==> config.mk <==
export PLATFORM = sky130hd
export DESIGN_NAME = pwrdn_seq
export DESIGN_NICKNAME = d
export VERILOG_FILES = /design/src/rtl/pwrdn_pkg.sv /design/src/rtl/pwrdn_rst_sync.sv /design/src/rtl/pwrdn_wake_qual.sv /design/src/rtl/pwrdn_ctrl_fsm.sv /design/src/rtl/pwrdn_flags.sv /design/src/rtl/pwrdn_seq.sv
export SDC_FILE = /design/constraint.sdc
export NUM_CORES = 1
export LEC_CHECK = 0
export ABC_AREA = 1
export BUFFER_PORTS_ARGS = -buffer_cell sky130_fd_sc_hd__buf_2
export CAP_MARGIN = 40
export CORE_MARGIN = 10
export CORE_UTILIZATION = 30
export CTS_BUF_LIST = sky130_fd_sc_hd__clkbuf_8
export DETAILED_ROUTE_END_ITERATION = 6
export HOLD_SLACK_MARGIN = 0.06
export PLACE_DENSITY = 0.67
export SLEW_MARGIN = 40
export SYNTH_ARGS = -nofsm -noshare
export SYNTH_HDL_FRONTEND = slang
export SYNTH_SLANG_ARGS = --single-unit
==> constraint.sdc <==
create_clock -name clk -period 0.8 [get_ports clk]
set_input_delay 0.16 -clock clk [delete_from_list [all_inputs] [get_ports clk]]
set_output_delay 0.16 -clock clk [all_outputs]
set_load 0.01 [all_outputs]
==> src/rtl/pwrdn_pkg.sv <==
package pwrdn_pkg;
  typedef enum logic {
    ST_AWAKE  = 1'b0,
    ST_ASLEEP = 1'b1
  } pwr_state_e;
endpackage

==> src/rtl/pwrdn_rst_sync.sv <==
module pwrdn_rst_sync #(
  parameter int STAGES = 2
) (
  input  logic clk,
  input  logic arst_n,
  output logic rst_n_o
);
  logic [STAGES-1:0] chain_q;

  generate
    if (STAGES == 1) begin : g_single
      always_ff @(posedge clk or negedge arst_n) begin
        if (!arst_n) chain_q <= 1'b0;
        else         chain_q <= 1'b1;
      end
    end else begin : g_multi
      always_ff @(posedge clk or negedge arst_n) begin
        if (!arst_n) chain_q <= '0;
        else         chain_q <= {chain_q[STAGES-2:0], 1'b1};
      end
    end
  endgenerate

  assign rst_n_o = chain_q[STAGES-1];
endmodule

==> src/rtl/pwrdn_wake_qual.sv <==
module pwrdn_wake_qual #(
  parameter int NUM_IRQ = 8
) (
  input  logic [NUM_IRQ-1:0] irq_flag_i,
  input  logic [NUM_IRQ-1:0] irq_en_i,
  input  logic               wdt_en_i,
  input  logic               wdt_tmo_i,
  output logic               pending_o,
  output logic               wdt_hit_o
);
  logic [NUM_IRQ-1:0] armed;

  genvar gi;
  generate
    for (gi = 0; gi < NUM_IRQ; gi++) begin : g_src
      assign armed[gi] = irq_flag_i[gi] & irq_en_i[gi];
    end
  endgenerate

  assign pending_o = |armed;
  assign wdt_hit_o = wdt_en_i & wdt_tmo_i;
endmodule

==> src/rtl/pwrdn_ctrl_fsm.sv <==
module pwrdn_ctrl_fsm
  import pwrdn_pkg::*;
(
  input  logic clk,
  input  logic rst_n,
  input  logic sleep_req_i,
  input  logic pending_i,
  input  logic wdt_hit_i,
  input  logic gie_i,
  input  logic instr_retire_i,
  output logic enter_o,
  output logic wdt_wake_o,
  output logic osc_en_o,
  output logic wdt_clr_o,
  output logic resume_o,
  output logic vec_req_o
);
  pwr_state_e state_q;
  logic       vec_arm_q;
  logic       wake;

  always_comb begin
    enter_o    = rst_n && (state_q == ST_AWAKE) && sleep_req_i && !pending_i;
    wake       = (state_q == ST_ASLEEP) && (pending_i || wdt_hit_i);
    wdt_wake_o = wake && wdt_hit_i;
  end

  always_ff @(posedge clk or negedge rst_n) begin
    if (!rst_n) begin
      state_q   <= ST_AWAKE;
      osc_en_o  <= 1'b1;
      wdt_clr_o <= 1'b0;
      resume_o  <= 1'b0;
      vec_arm_q <= 1'b0;
      vec_req_o <= 1'b0;
    end else begin
      wdt_clr_o <= enter_o;
      resume_o  <= wake;
      vec_req_o <= 1'b0;
      case (state_q)
        ST_AWAKE: begin
          if (enter_o) begin
            state_q  <= ST_ASLEEP;
            osc_en_o <= 1'b0;
          end
          if (vec_arm_q && instr_retire_i) begin
            vec_req_o <= 1'b1;
            vec_arm_q <= 1'b0;
          end
        end
        ST_ASLEEP: begin
          if (wake) begin
            state_q   <= ST_AWAKE;
            osc_en_o  <= 1'b1;
            vec_arm_q <= gie_i;
          end
        end
        default: state_q <= ST_AWAKE;
      endcase
    end
  end


  noop_sleep_chk: assert property (@(posedge clk) disable iff (!rst_n)
    (state_q == ST_AWAKE && sleep_req_i && pending_i) |=>
      (osc_en_o && !wdt_clr_o && !resume_o));


  stay_asleep_chk: assert property (@(posedge clk) disable iff (!rst_n)
    (state_q == ST_ASLEEP && !pending_i && !wdt_hit_i) |=> (!osc_en_o && !resume_o));


  resume_pulse_chk: assert property (@(posedge clk) disable iff (!rst_n)
    resume_o |=> !resume_o);


  vec_after_retire_chk: assert property (@(posedge clk) disable iff (!rst_n)
    vec_req_o |-> $past(instr_retire_i));
endmodule

==> src/rtl/pwrdn_flags.sv <==
module pwrdn_flags (
  input  logic clk,
  input  logic por_n,
  input  logic enter_i,
  input  logic wdt_wake_i,
  output logic pd_o,
  output logic to_o
);
  always_ff @(posedge clk or negedge por_n) begin
    if (!por_n) begin
      pd_o <= 1'b1;
      to_o <= 1'b1;
    end else if (enter_i) begin
      pd_o <= 1'b0;
      to_o <= 1'b1;
    end else if (wdt_wake_i) begin
      to_o <= 1'b0;
    end
  end
endmodule

==> src/rtl/pwrdn_seq.sv <==
module pwrdn_seq #(
  parameter int NUM_IRQ     = 8,
  parameter int SYNC_STAGES = 2
) (
  input  logic               clk,
  input  logic               por_n,
  input  logic               ext_rst_n,
  input  logic               sleep_req_i,
  input  logic [NUM_IRQ-1:0] irq_flag_i,
  input  logic [NUM_IRQ-1:0] irq_en_i,
  input  logic               gie_i,
  input  logic               wdt_en_i,
  input  logic               wdt_tmo_i,
  input  logic               instr_retire_i,
  output logic               osc_en_o,
  output logic               wdt_clr_o,
  output logic               pd_o,
  output logic               to_o,
  output logic               core_rst_o,
  output logic               resume_o,
  output logic               vec_req_o
);
  logic arst_n, rst_n, pending, wdt_hit, enter, wdt_wake;

  assign arst_n = por_n & ext_rst_n;

  pwrdn_rst_sync #(.STAGES(SYNC_STAGES)) u_rst_sync (
    .clk(clk), .arst_n(arst_n), .rst_n_o(rst_n)
  );
  assign core_rst_o = ~rst_n;

  pwrdn_wake_qual #(.NUM_IRQ(NUM_IRQ)) u_wake_qual (
    .irq_flag_i(irq_flag_i), .irq_en_i(irq_en_i),
    .wdt_en_i(wdt_en_i), .wdt_tmo_i(wdt_tmo_i),
    .pending_o(pending), .wdt_hit_o(wdt_hit)
  );

  pwrdn_ctrl_fsm u_fsm (
    .clk(clk), .rst_n(rst_n), .sleep_req_i(sleep_req_i),
    .pending_i(pending), .wdt_hit_i(wdt_hit), .gie_i(gie_i),
    .instr_retire_i(instr_retire_i), .enter_o(enter), .wdt_wake_o(wdt_wake),
    .osc_en_o(osc_en_o), .wdt_clr_o(wdt_clr_o), .resume_o(resume_o),
    .vec_req_o(vec_req_o)
  );

  pwrdn_flags u_flags (
    .clk(clk), .por_n(por_n), .enter_i(enter), .wdt_wake_i(wdt_wake),
    .pd_o(pd_o), .to_o(to_o)
  );


  entry_status_chk: assert property (@(posedge clk) disable iff (core_rst_o)
    wdt_clr_o |-> (!osc_en_o && !pd_o && to_o));


  pd_only_on_entry_chk: assert property (@(posedge clk) disable iff (core_rst_o)
    $fell(pd_o) |-> wdt_clr_o);


  to_only_on_wake_chk: assert property (@(posedge clk) disable iff (core_rst_o)
    $fell(to_o) |-> resume_o);
endmodule

* Yosys cells after proc, flatten, opt, wreduce, memory -nomap -nowiden
Index checks and enable logic that the tools add are counted.
Word-level totals: input bits 24, logic and storage cells 49, flip-flop bits (word level) 10, output and inout port bits 7
Cells by class: bitwise logic cells 12, reduce and logical (&&, ||, !) cells 12, eq/ne operators 3, muxes and demuxes 13
Operators with widths (count):
- $and A1 B1 Y1 | 10
- $mux W1 | 10
- $reduce_or A8 Y1 | 1
- $logic_and A1 B1 Y1 | 6
- $pmux W1 S2 | 3
- $ne A2 B2 Y1 const B | 2
- $reduce_and A2 Y1 | 2
- $ne A2 B1 Y1 const B | 1
- $not A1 Y1 | 2
- $reduce_bool A2 Y1 | 1
- $logic_not A1 Y1 | 1
- $logic_or A1 B1 Y1 | 1

* Depth between registers and ports, before layout
Gate-level depths: netlist of run 1.
depth in word-level cells 7, gate-level depth with buffers 8, gate-level depth less buffers 8

* Cells and area by module
From an unflattened synthesis of run 1, not the netlist that was laid out.
Unflattened totals: cells, all modules 60, area total of the unflattened synthesis 449.2 sq um
Modules (own cells, without submodules):
- pwrdn_ctrl_fsm | seq. area each 151.4 sq um, area an instance 245.2 sq um, cells an instance 29, times used 1
- pwrdn_flags | seq. area each 52.6 sq um, area an instance 75.1 sq um, cells an instance 8, times used 1
- pwrdn_wake_qual | seq. area each 0.0 sq um, area an instance 63.8 sq um, cells an instance 17, times used 1
- pwrdn_rst_sync | seq. area each 50.0 sq um, area an instance 53.8 sq um, cells an instance 3, times used 1
- pwrdn_seq | seq. area each 0.0 sq um, area an instance 11.3 sq um, cells an instance 3, times used 1

* Worst setup path after synthesis of run 1
Ideal clock, no wire load.
path kind register to register, from register u_rst_sync.chain_q[1], to register u_fsm.osc_en_o, buffers on the path 0, path slack -0.119 ns, required time 0.723 ns, data arrival time 0.842 ns, cell stages (with the launch flop) 6, path through dfrtp_1 nand3_1 nor2_2 inv_2 nand2_2 nand2_1
Between the ends: cells in the longest elaborated chain, start to end 5
RTL lines:
- from (decl) | RTL line pwrdn_rst_sync.sv:8 | logic [STAGES-1:0] chain_q;
- from (signal assigned) | RTL line pwrdn_rst_sync.sv:19 | else chain_q <= {chain_q[STAGES-2:0], 1'b1};
- $logic_and A1 B1 Y1 (3 in a row) | RTL line pwrdn_ctrl_fsm.sv:23 | enter_o = rst_n && (state_q == ST_AWAKE) && sleep_req_i && !pending_i;
- net enter | RTL line pwrdn_seq.sv:23 | logic arst_n, rst_n, pending, wdt_hit, enter, wdt_wake;
- $ne A2 B1 Y1 (no line)
- $reduce_and A2 Y1 (no line)
- to (signal assigned) | RTL line pwrdn_ctrl_fsm.sv:31 | osc_en_o <= 1'b1;
- to (signal assigned) | RTL line pwrdn_ctrl_fsm.sv:44 | osc_en_o <= 1'b0;
- to (signal assigned) | RTL line pwrdn_ctrl_fsm.sv:54 | osc_en_o <= 1'b1;
- to (decl) | RTL line pwrdn_ctrl_fsm.sv:13 | output logic osc_en_o,
The timed path passes the listed nets, and every way through them passes these cells. A chain may end at the register's enable or synchronous reset.

* Worst setup path in the final report of run 1
from register u_fsm.osc_en_o, to output port osc_en_o
RTL lines:
- to (decl) | RTL line pwrdn_seq.sv:15 | output logic osc_en_o,
No word-level cell between the ends.

==> impl_metrics.yaml, run 1 <==
run_status:
  status: "complete, but fails checks"
  violations: "negative setup slack"
setup_path:
  r2r-start: "u_fsm.state_q$_DFF_PN0_"
  path_delay_family: "flip-flops"
  path_class: "flip-flop to output pin"
  setup.worst_path.end_class: "output pin"
  cp_data_arrival_time_ns: 0.87
  reg2reg_to: "u_fsm.osc_en_o$_DFFE_PN1P_"
  crit_path_max_fanout: 2
  rr_worst_depth: 6
  cpMaxStageDelayCell: "dfstp_2"
  path_cells: "buf_6"
  path_buf_inv: 1
  critPathMaxStageDelay_ns: 0.53
  reg2reg_setup_slack_ns: -0.15
  worst_setup_path_start_kind: "flip-flop"
  cp.required_ns: 0.64
logic_synthesis:
  ys_seq_elements: 10
  synth_cell_types: 11
  yosys.area.top_type: "dfrtp_1"
  yosys-mux-area-fraction: 0
  ys_top_cells_by_area: "dfrtp_1 42%, nand2_1 20%, dfstp_2 19%"
  synthAdderAreaFrac: 0
  ys_warn_count: 0
  async_reset_ff_frac: 1.00
  synth_cells: 50
  synth_top_family_by_area: "simple AND/OR/NAND/NOR gates"
  syn_avg_cell_area_um2: 8.43
  synthXorXnorAreaFrac: 0
  synth-seq-area-share: 0.602
  yosysMostFrequentCell: "nand2_1"
  synth-simple-area-share: 0.312
  synth_compound_area_frac: 0.0237
  synth_top_area_frac: 0.415
  syn-num-nets: 74
  synth.top_cells.by_count: "22 x nand2_1, 7 x dfrtp_1, 5 x inv_1, 4 x nand3_1"
  synth_edf_count: 0
  ys.flop_type: "dfrtp_1"
  syn_area_um2: 422
hold_path:
  worstHoldPathCells: 3
  hold_class: "primary input to flip-flop"
  hold_start: "instr_retire_i"
  hold_path_end: "u_fsm.vec_req_o$_DFF_PN0_"
route:
  wl_met1_um: 462
  wire_per_inst_um: 12.4
  first_iter_violations: 1
  finalWirelength_um: 1360
  drc: 0
  top_layer_used: "met3"
  ant_nets: 0
  drt_first_pass_iters: 2
  route.met2.wl_um: 772
  viasPerCell: 4.14
  wl_met3_um: 129
  dr_total_vias: 455
timing:
  finalSetupTns_ns: -1.61
  hold_violations: 0
  clock_skew_ns: 0.00220
  final_max_slew_viol_count: 0
  fin_crit_ns: 1.03
  timing.final.ws_setup_ns: -0.227
  finalSetupViolations: 13
  rsz0062_at_grt: "yes"
  finalCritPeriodShare: 1.28
  fmax_mhz: 974
final_layout:
  num_antenna_cells: 0
  multi_input_area_um2: 186
  stdcell_count: 110
  fin_nets: 120
  drive_above_1_share: 0.642
  area_growth_pct: 92.6
  n_fill_cell: 118
  regArea_um2: 255
grt:
  grt_pass1_wl_um: 2230
  antenna_found_initial: 0
  track_usage: 0.0837
  grt_max_degree: 7
  grt_pass1_vias: 498
  grt-ovfl-total: 0
die:
  dieArea_mm2: 0.00331
  die_width_um: 57.5
  rows: 13
  start_util: 0.320
  dieHeight_um: 57.5
  io_pins: 31
  core_mm2: 0.00132
job:
  max_cap_viol_count: 0
cts:
  cts.sinks: 10
  cts_buffers: 3
  cts_root_buf: "clkbuf_8"
  clk_path_buf_depth: 2
  cts_tree: "built"
  path_clk_slew_ns: 0.05
  clk_latency_ns: 0.23
  cts_max_level: 1
power_and_ir_drop:
  leakage_nw: 0.464
  ir_worst_vdd_uv: 1010
  p_per_area_mw_per_mm2: 1930
place:
  dpl.hpwl_um: 1040
  io_buffers: 30
  placed_cells: 100
  place_congestion: 0.741
==> report_power, final <==
| part | total (W) | switching [W] | internal, W | leakage, nW |
|---|---|---|---|---|
| logic | 0.000338 | 0.000139 | 0.000198 | 0.311 |
| registers | 0.000606 | 0.0000289 | 0.000577 | 0.124 |
| clock network | 0.000625 | 0.000193 | 0.000432 | 0.0288 |
| total | 0.00157 | 0.000362 | 0.00121 | 0.464 |
==> cells by family after synthesis <==
kind of cell | after synthesis
other | 1
AOI/OAI and AO/OA | 2
DFF | 10
buffers and inverters | 6
and+or+nand+nor | 31
==> registers in the layout, summed over array words and instances (netlist names) <==
name and count:
u_fsm.state_q 1, u_fsm.wdt_clr_o 1, u_flags.pd_o 1, u_fsm.resume_o 1
u_flags.to_o 1, u_fsm.vec_req_o 1, u_fsm.osc_en_o 1, u_fsm.vec_arm_q 1
u_rst_sync.chain_q 2
==> repair_timing <==
item / 4_1_cts / 5_1_grt
setup buffers: 4 / 2
hold buffers: 2 / 0
pin swaps: 3 / 4
gates resized for setup: 11 / 9
hold endpoints to repair: 4 / 0
setup endpoints to repair: 12 / 14
==> worst max path at each step <==
stage	to	slack [ns]	cells after the start	startpoint
after floorplan	u_fsm.osc_en_o$_DFFE_PN1P_	-0.03	6	u_fsm.state_q$_DFF_PN0_
after global placement	u_fsm.osc_en_o$_DFFE_PN1P_	-0.13	9	irq_flag_i[5]
after detailed placement	u_fsm.osc_en_o$_DFFE_PN1P_	-0.16	9	irq_flag_i[3]
after CTS	pd_o	-0.24	1	u_flags.pd_o$_DFFE_PN1P_
after global routing	pd_o	-0.25	1	u_flags.pd_o$_DFFE_PN1P_
final	osc_en_o	-0.23	1	u_fsm.osc_en_o$_DFFE_PN1P_
==> layout make-up <==
cell class	instances	area share
flip-flops and latches	10	0.314
clock buffers	4	0.0678
well taps	15	0.0231
inverters	6	0.0277
repair buffers	41	0.337
multi-input cells	34	0.230
==> layout by cell type (no fill, tap or decap), types with 3 or more instances in the layout <==
master    count
buf_4         6
inv_1         3
buf_2        26
dfstp_2       3
dfrtp_1       6
nand2_1      18
clkbuf_8      4
nand2_2       4
inv_2         3
buf_6         7
==> metrics by stage <==
step | hold WS (ns) | utilization | power (W) | setup WS [ns] | instance area, µm²
after global routing | 0.171 | 0.616 | 0.00167 | -0.250 | 812
final | 0.158 | 0.616 | 0.00157 | -0.227 | 812
after CTS | 0.150 | 0.598 | 0.00158 | -0.236 | 788
after global placement | 0.0320 | 0.481 | 0.000852 | -0.131 | 634
after floorplan | -0.0616 | - | 0.000706 | -0.0332 | 428
after detailed placement | 0.0360 | 0.481 | 0.000855 | -0.162 | 634
==> per-layer routing <==
layer  global-route usage  vias to the layer above
li1                     -                      237
met1               0.0733                      203
met2                0.153                       15
met3               0.0619                        0
met4               0.0101                        0
met5                    0                        -
No activity file was read; power rests on OpenSTA's default activity.
==> run 2, diff against run 1 <==
- CORE_MARGIN: 10 -> 2
- RECOVER_POWER: not set -> 50
==> impl_metrics.yaml, run 2 (synthesis results as in run 1) <==
run_status:
  status: "complete, but fails checks"
  violations: "negative setup slack"
cts:
  path_clk_slew_ns: 0.05
  cts_root_buf: "clkbuf_8"
  clk_path_buf_depth: 2
  cts.sinks: 10
  clk_latency_ns: 0.23
  cts_tree: "built"
  cts_max_level: 1
  cts_buffers: 3
die:
  dieArea_mm2: 0.00172
  dieHeight_um: 41.5
  io_pins: 31
  core_mm2: 0.00130
  die_width_um: 41.5
  rows: 13
  start_util: 0.324
route:
  viasPerCell: 4.33
  finalWirelength_um: 1370
  drt_first_pass_iters: 4
  wire_per_inst_um: 12.5
  dr_total_vias: 476
  ant_nets: 0
  first_iter_violations: 15
  drc: 0
setup_path:
  path_delay_family: "flip-flops"
  cp.required_ns: 0.64
  crit_path_max_fanout: 2
  reg2reg_setup_slack_ns: -0.19
  path_cells: "buf_6"
  worst_setup_path_start_kind: "flip-flop"
  cpMaxStageDelayCell: "dfstp_2"
  path_buf_inv: 1
  path_class: "flip-flop to output pin"
  reg2reg_to: "u_fsm.osc_en_o$_DFFE_PN1P_"
  r2r-start: "u_fsm.state_q$_DFF_PN0_"
  cp_data_arrival_time_ns: 0.87
  setup.worst_path.end_class: "output pin"
  critPathMaxStageDelay_ns: 0.54
  rr_worst_depth: 6
timing:
  finalCritPeriodShare: 1.29
  fin_crit_ns: 1.03
  clock_skew_ns: 0.000805
  fmax_mhz: 971
  timing.final.ws_setup_ns: -0.230
  finalSetupViolations: 13
  hold_violations: 0
  final_max_slew_viol_count: 0
  rsz0062_at_grt: "yes"
  hold_ws_ns: 0.169
final_layout:
  num_antenna_cells: 0
  layout_commonest_cell: "buf_2"
  fin_util: 0.621
  fin_nets: 120
  layout_common_cells: "26 x buf_2, 18 x nand2_1, 8 x buf_6"
  drive_above_1_share: 0.621
  largest_reg_flops: 2
  area_growth_pct: 91.7
  stdcell_count: 110
  largest-register: "u_rst_sync.chain_q"
job:
  max_cap_viol_count: 0
power_and_ir_drop:
  swShare: 0.241
  intPower_w: 0.00121
  p_per_area_mw_per_mm2: 1970
  p_switching_w: 0.000382
  p_seq_frac: 0.385
  total_power_w: 0.00159
  ir_worst_vdd_uv: 961
  combPwrFrac: 0.217
  clockPowerShare: 0.398
  leakage_nw: 0.457
hold_path:
  hold_path_end: "u_fsm.vec_req_o$_DFF_PN0_"
  hold_start: "instr_retire_i"
  worstHoldPathCells: 3
  hold_class: "primary input to flip-flop"
place:
  dpl.hpwl_um: 852
  io_buffers: 30
  place_congestion: 0.705
  placed_cells: 99
grt:
  grt_max_degree: 7
  grt-ovfl-total: 0
  grt_pass1_wl_um: 2100
  antenna_found_initial: 0
  track_usage: 0.161
  grt_pass1_vias: 503
-- run 2: routing by layer --
| metal | vias to the layer above | track usage | part of all wire | wire [µm] |
|---|---|---|---|---|
| met5 | - | 0 | 0 | 0 |
| met4 | 0 | 0.0581 | 0 | 0 |
| met3 | 0 | 0.0348 | 0.043 | 59 |
| met2 | 15 | 0.322 | 0.61 | 832 |
| met1 | 222 | 0.157 | 0.35 | 481 |
| li1 | 239 | - | - | - |
-- run 2: area by class of cell --
class	count	area, µm²
inverter	6	22.5
clock buffer	4	55.1
sequential	10	255
timing repair buffer	41	270
tap	15	18.8
fill	124	493
multi-input combinational	34	186
-- run 2: tightest hold or removal path: cells and delay by family --
kind	cells	cell delay, ns
buf+inv	1	0.11
simple gates	2	0.09
-- run 2: worst max path at each step --
stage	from	to	cells after the start
final	u_flags.to_o$_DFFE_PN1P_	to_o	1
after global routing	u_flags.pd_o$_DFFE_PN1P_	pd_o	1
after CTS	u_flags.to_o$_DFFE_PN1P_	to_o	1
after detailed placement	irq_flag_i[5]	u_fsm.osc_en_o$_DFFE_PN1P_	9
after global placement	irq_flag_i[5]	u_fsm.osc_en_o$_DFFE_PN1P_	9
after floorplan	u_fsm.state_q$_DFF_PN0_	u_fsm.osc_en_o$_DFFE_PN1P_	6
-- run 2: repair_timing --
item | CTS | global route
pin swaps | 4 | 2
gates resized for setup | 11 | 9
setup buffers | 4 | 1
hold endpoints to repair | 4 | 0
endpoints found under the setup margin | 12 | 13
hold buffers | 2 | 0
-- run 2: per-stage QoR --
stage	setup TNS (ns)	setup slack [ns]	cell area, µm²
floorplan	-0.0830	-0.0332	428
global placement	-0.641	-0.139	627
detailed placement	-0.854	-0.172	627
CTS	-1.60	-0.233	783
finish	-1.88	-0.230	808
global route	-2.27	-0.250	808
-- run 2: power groups by stage --
stage / logic, W / clock network, W / registers [W]
floorplan: 0.0000751 / 0 / 0.000631
global placement: 0.000241 / 0 / 0.000605
detailed placement: 0.000243 / 0 / 0.000608
CTS: 0.000319 / 0.000640 / 0.000610
global route: 0.000374 / 0.000665 / 0.000615
finish: 0.000344 / 0.000633 / 0.000612
